File: src/rtl/sec_digit_flasher.sv
module sec_digit_flasher #(
  parameter int TICKS = 50_000_000
) (
  input  logic       clk,
  input  logic       rst,
  output logic [6:0] seg_n
);
  localparam int CW = (TICKS > 1) ? $clog2(TICKS) : 1;
  localparam logic [CW-1:0] LAST = CW'(TICKS - 1);

  logic [CW-1:0] cnt;
  logic [3:0]    digit;
  logic          tick;

  assign tick = (cnt == LAST);

  always_ff @(posedge clk) begin
    if (rst)       cnt <= '0;
    else if (tick) cnt <= '0;
    else           cnt <= cnt + 1'b1;
  end

  always_ff @(posedge clk) begin
    if (rst)                digit <= 4'd0;
    else if (tick)          digit <= (digit == 4'd9) ? 4'd0 : digit + 4'd1;
  end

  always_comb begin
    case (digit)
      4'd0:    seg_n = 7'b1000000;
      4'd1:    seg_n = 7'b1111001;
      4'd2:    seg_n = 7'b0100100;
      4'd3:    seg_n = 7'b0110000;
      4'd4:    seg_n = 7'b0011001;
      4'd5:    seg_n = 7'b0010010;
      4'd6:    seg_n = 7'b0000010;
      4'd7:    seg_n = 7'b1111000;
      4'd8:    seg_n = 7'b0000000;
      4'd9:    seg_n = 7'b0010000;
      default: seg_n = 7'b1111111;
    endcase
  end
endmodule

File: config.mk
export PLATFORM = sky130hd
export DESIGN_NAME = sec_digit_flasher
export DESIGN_NICKNAME = d
export VERILOG_FILES = /design/src/rtl/sec_digit_flasher.sv
export SDC_FILE = /design/constraint.sdc
export NUM_CORES = 1
export LEC_CHECK = 0
export ABC_AREA = 0
export BUFFER_PORTS_ARGS = -buffer_cell sky130_fd_sc_hd__buf_2
export CAP_MARGIN = 25
export CORE_MARGIN = 3
export CORE_UTILIZATION = 51
export DETAILED_ROUTE_END_ITERATION = 8
export GPL_TIMING_DRIVEN = 0
export HOLD_SLACK_MARGIN = 0.02
export PLACE_DENSITY_LB_ADDON = 0.08
export SKIP_CTS_REPAIR_TIMING = 1
export SYNTH_ARGS = -nofsm -noshare
export SYNTH_HDL_FRONTEND = slang
export SYNTH_SLANG_ARGS = --single-unit
export TNS_END_PERCENT = 30
File: constraint.sdc
create_clock -name clk -period 5.7 [get_ports clk]
set_input_delay 1.14 -clock clk [delete_from_list [all_inputs] [get_ports clk]]
set_output_delay 1.14 -clock clk [all_outputs]
set_load 0.01 [all_outputs]
==> results of run 1 <==
-- sequential cells by signal (all words and copies together) (netlist names) --
signal / cells
digit: 4
seg_n: 7
cnt: 26
-- worst max-delay path, stage by stage (launching register included) --
cell,delay (ps)
dfxtp_1,360
or4b_4,560
nor4_4,330
and3_2,240
buf_2,150
mux2i_1,740
inv_1,170
ha_1,360
mux2i_1,150
a21boi_1,80
-- per-stage QoR --
stage	hold slack, ps	power, mW	instances
finish	484	0.427	265
global route	508	0.446	265
CTS	489	0.435	265
detailed placement	465	0.277	257
global placement	441	0.276	257
floorplan	426	0.274	204
-- cell families after synthesis --
group                      count (synthesis)  synth area share [%]
AOI/OAI and AO/OA                         28                  9.65
xor gates and xnor gates                  19                  9.04
adders and majority gates                  8                  5.44
buffers and inverters                     18                  4.55
DFF                                       37                  40.2
muxes                                      7                  4.55
and+or+nand+nor                           87                  26.5
-- cells in the final DEF, fill, tap and decap left out, types with 2 or more instances in the layout --
master and count:
nand4_1 3, nand2b_1 2, nand3_1 9, xor2_1 12, or3_1 7, clkbuf_8 3, buf_2 8, dfxtp_1 37
clkbuf_1 3, o21ai_0 6, a21boi_1 4, inv_1 10, and3_2 2, nor2_1 28, mux2i_1 5, a21oi_1 10
ha_1 8, and4_2 2, xnor2_1 7, and3_1 2, nand2_1 13, nor3_1 5, nor4_1 2, clkbuf_4 5
-- path summary, 6_finish.rpt --
check	to	slack, ps	depth (start not counted)
worst max-delay path	seg_n[3]$_DFF_P_	2460	9
worst min register to register	cnt[0]$_SDFF_PP0_	480	1
worst min-delay path	cnt[0]$_SDFF_PP0_	480	1
worst max register to register	seg_n[3]$_DFF_P_	2460	9
-- power by group through the flow --
stage | clock, mW | sequential, mW | combinational [mW]
2_1_floorplan | 0 | 0.267 | 0.00714
3_3_place_gp | 0 | 0.268 | 0.00894
3_5_place_dp | 0 | 0.268 | 0.00917
4_1_cts | 0.164 | 0.262 | 0.00922
5_1_grt | 0.174 | 0.262 | 0.0106
6_report | 0.156 | 0.262 | 0.00915
-- final cells by class --
| type | count | share of cell area [%] |
|---|---|---|
| well taps | 46 | 2.87 |
| repair buffers | 7 | 1.75 |
| plain buffers | 7 | 2.12 |
| flip-flops and latches | 37 | 37.0 |
| clock inverters | 1 | 0.250 |
| inverters | 11 | 2.06 |
| multi-input cells | 149 | 50.7 |
| clock buffers | 7 | 3.25 |
-- metal layers --
metal,share of wire (%),GRT usage [%],vias to the layer above
li1,-,-,728
met1,46,20.9,645
met2,50,31.4,16
met3,3.1,5.10,7
met4,1.5,6.85,0
met5,0,0,-
==> results.py, run 1 <==
metrics = {
    "worst_setup_path": {
        "cp.required_ps": 5940,
        "r2r_start": "cnt[9]$_SDFF_PP0_",
        "cp_max_fo": 8,
        "startpoint": "cnt[9]$_SDFF_PP0_",
        "end_kind": "flop",
        "cp.arrival_ps": 3480,
        "cp-start-kind": "flop",
        "worstSetupPathType": "reg -> reg",
    },
    "yosys": {
        "synthTopCellsByArea": "dfxtp_1, nor2_1, xor2_1, ha_1, xnor2_1",
        "syn_inst": 204,
        "synth_top_area_share_pct": 40.2,
        "synthFlopType": "dfxtp_1",
        "avgSynthCellArea_sq_um": 9.02,
        "synth_most_common_cell": "dfxtp_1",
        "yosysSeqAreaShare_pct": 40.2,
        "synth-edff-count": 0,
        "yosysWarnings": 0,
        "syn_nets": 214,
        "synth_seq_cells": 37,
        "synth_cell_types": 48,
        "synth_area_leader_cell": "dfxtp_1",
        "yosys-top-cells-count": "dfxtp_1, nor2_1, nand2_1",
        "synth-async-reset-ratio_pct": 0,
        "syn-cell-area_sq_um": 1840,
    },
    "pwr": {
        "power.switching_mw": 0.0923,
        "ir_worst_vdd_mv": 0.130,
        "power.internal_mw": 0.335,
        "p_leak_nw": 0.832,
        "switching_share_pct": 21.6,
        "powerDensity_nw_per_um2": 213,
        "pwr-share-comb_pct": 2.1,
        "p_seq_share_pct": 61.3,
        "clkPwrFrac_pct": 36.6,
    },
    "grt": {
        "grt_pass1_vias": 1339,
        "grt_max_degree": 12,
        "overflow": 0,
        "antenna_found_initial": 0,
        "grt_pass1_wl_mm": 5.98,
        "track_usage_pct": 18.1,
    },
    "detailed_routing": {
        "final_antenna_net_count": 0,
        "viasPerCell": 5.27,
        "wl_mm": 3.45,
        "wire_per_inst_um": 13.0,
        "drc_errors": 0,
        "drtIter0Drc": 57,
        "first_pass_iters": 4,
        "vias": 1396,
    },
    "layout": {
        "area_growth_pct": 8.84,
        "final_area_sq_um": 2000,
        "n_antenna_cell": 0,
        "fill_cells": 330,
        "final_layout_size_suffix_gt1_share_pct": 15.1,
        "multi_input_area_sq_um": 1020,
        "seq_area_sq_um": 741,
        "utilization_pct": 58.6,
        "nNetsFinal": 228,
    },
    "timing": {
        "drv_slew": 0,
        "fmax_mhz": 309,
        "rsz0062_at_grt": "no",
        "tns_ps": 0,
        "setup_violations": 0,
        "finClkSkew_ps": 6.12,
        "fin_crit_ps": 3240,
        "setup_ws_ps": 2460,
        "finalHoldViolCount": 0,
        "slew_headroom_pct": 40.4,
        "worst_pin_slew_ps": 869,
        "period_share_pct": 56.8,
    },
    "cts": {
        "cts_sinks": 37,
        "cts_tree": "built",
        "cts.reportedPaths.clkPinSlew_ps": 110,
        "cts_buffers": 5,
        "htreeDepth": 2,
        "root_buffer": "clkbuf_4",
        "clk_path_buf_depth": 2,
        "clkLatencyLatePin_ps": 340,
    },
    "place": {
        "io_buffers": 7,
        "post-place-ws_ps": 2530,
        "place_congestion": 0.782,
        "hpwl_mm": 2.53,
        "postPlaceCellArea_sq_um": 1930,
    },
    "floorplanning": {
        "row_count": 21,
        "start_util_pct": 53.9,
        "pin_count": 9,
        "die-area_sq_um": 4370,
        "die_y_um": 66.1,
        "core_area_sq_um": 3420,
        "die_w_um": 66.1,
    },
    "min_path": {
        "hp-class": "reg -> reg",
        "hp-start": "cnt[0]$_SDFF_PP0_",
    },
    "run": {
        "cap_violations": 0,
    },
    "run_status": {
        "status": "complete, no violations",
    },
}
Power figures use the tool's default switching activity.
==> run 2, diff against run 1 <==
Clock period 5.7 ns to 2.8 ns, I/O delays scaled along.
==> run 2 against run 1 <==
Worst setup slack lost 2400 ps. Die area is the same. Sequential share of layout area shrank 1.5 points. Worst hold slack lost 35 ps. Register-to-register slack lost 2400 ps. Largest cell class unchanged. Highest routed layer unchanged.
==> results.py, run 2 (synthesis results as in run 1) <==
metrics = {
    "run_status": {
        "status": "complete, no violations",
    },
    "timing": {
        "finalHoldViolCount": 0,
        "tns_ps": 0,
        "setup_violations": 0,
        "fmax_mhz": 370,
        "drv_slew": 0,
        "fin_crit_ps": 2700,
        "slew_headroom_pct": 46.1,
        "period_share_pct": 96.6,
        "worst_pin_slew_ps": 802,
        "finClkSkew_ps": 6.82,
    },
    "layout": {
        "area_growth_pct": 13.4,
        "top_register": "cnt",
        "instances_no_fill": 270,
        "final_common_cell": "dfxtp_1",
        "n_antenna_cell": 0,
        "final_layout_size_suffix_gt1_share_pct": 19.6,
        "nNetsFinal": 233,
        "largest_register_ffs": 26,
        "utilization_pct": 61.1,
        "fill_cells": 313,
        "final_cell_mix": "dfxtp_1, nor2_1, nand2_1",
        "final_area_sq_um": 2090,
    },
    "run": {
        "cap_violations": 0,
    },
    "floorplanning": {
        "row_count": 21,
        "core_area_sq_um": 3420,
        "die_y_um": 66.1,
        "start_util_pct": 53.9,
        "pin_count": 9,
        "die-area_sq_um": 4370,
        "die_w_um": 66.1,
    },
    "pwr": {
        "finalPower_mw": 0.870,
        "p_leak_nw": 0.855,
        "ir_worst_vdd_mv": 0.264,
        "powerDensity_nw_per_um2": 417,
    },
    "cts": {
        "htreeDepth": 2,
        "clkLatencyLatePin_ps": 340,
        "cts_tree": "built",
        "root_buffer": "clkbuf_4",
        "clk_path_buf_depth": 2,
        "cts.reportedPaths.clkPinSlew_ps": 110,
        "cts_buffers": 5,
        "cts_sinks": 37,
    },
    "worst_setup_path": {
        "worstSetupPathType": "reg -> reg",
        "end_kind": "flop",
        "cp-start-kind": "flop",
        "cp.required_ps": 3040,
        "cp.arrival_ps": 2940,
        "cp_max_fo": 7,
    },
    "min_path": {
        "hp-class": "in -> reg",
    },
    "detailed_routing": {
        "final_antenna_net_count": 0,
        "wl_mm": 3.51,
        "wire_per_inst_um": 13.0,
        "vias": 1422,
        "viasPerCell": 5.27,
        "first_pass_iters": 4,
        "drtIter0Drc": 54,
        "drc_errors": 0,
    },
    "place": {
        "placed_cells": 257,
        "postPlaceCellArea_sq_um": 1930,
        "io_buffers": 7,
        "place_congestion": 0.782,
        "hpwl_mm": 2.53,
    },
    "grt": {
        "overflow": 0,
        "grt_pass1_wl_mm": 5.98,
        "grt_pass1_vias": 1339,
        "antenna_found_initial": 0,
        "grt_max_degree": 12,
        "track_usage_pct": 18.1,
    },
}
[run 2: per-stage QoR]
step	setup slack, ps	hold slack (ps)
2_1_floorplan	15.0	426
3_3_place_gp	-278	441
3_5_place_dp	-375	465
4_1_cts	-429	418
5_1_grt	-9.11	432
6_report	95.4	449
[run 2: routing by layer]
| layer | part of all wire [%] | vias up | GRT usage (%) |
|---|---|---|---|
| li1 | - | 741 | - |
| met1 | 45 | 657 | 20.9 |
| met2 | 51 | 17 | 31.4 |
| met3 | 2.9 | 7 | 5.10 |
| met4 | 1.5 | 0 | 6.85 |
| met5 | 0 | - | 0 |
[run 2: worst paths after layout]
kind,endpoint,cells past startpoint,start,slack (ps)
worst max-delay path,seg_n[3]$_DFF_P_,9,cnt[9]$_SDFF_PP0_,100
worst min-delay path,digit[0]$_SDFFE_PP0N_,2,rst,450
worst max register to register,seg_n[3]$_DFF_P_,9,cnt[9]$_SDFF_PP0_,100
worst min register to register,cnt[0]$_SDFF_PP0_,1,cnt[0]$_SDFF_PP0_,480
[run 2: critical path, stage by stage, from the launching register on]
cell	delay, ps
dfxtp_1	360
or4b_4	560
nor4_4	330
buf_4	170
and3_4	210
mux2i_4	340
inv_2	70
ha_1	310
mux2i_1	150
a21boi_1	80
[run 2: power by group]
part / internal, mW / switching [mW]
clock network: 0.146 / 0.173
logic: 0.00667 / 0.0122
registers: 0.530 / 0.00316
[run 2: area by class of cell]
cell class                 instances  area [sq um]  share of cell area, %
sequential                        37           741                   35.5
clock buffer                       7          65.1                   3.12
buffer                             6          37.5                   1.80
tap                               46          57.6                   2.76
clock inverter                     1          5.00                  0.240
timing repair buffer              13          80.1                   3.84
multi-input combinational        149          1060                   50.8
inverter                          11          41.3                   1.98
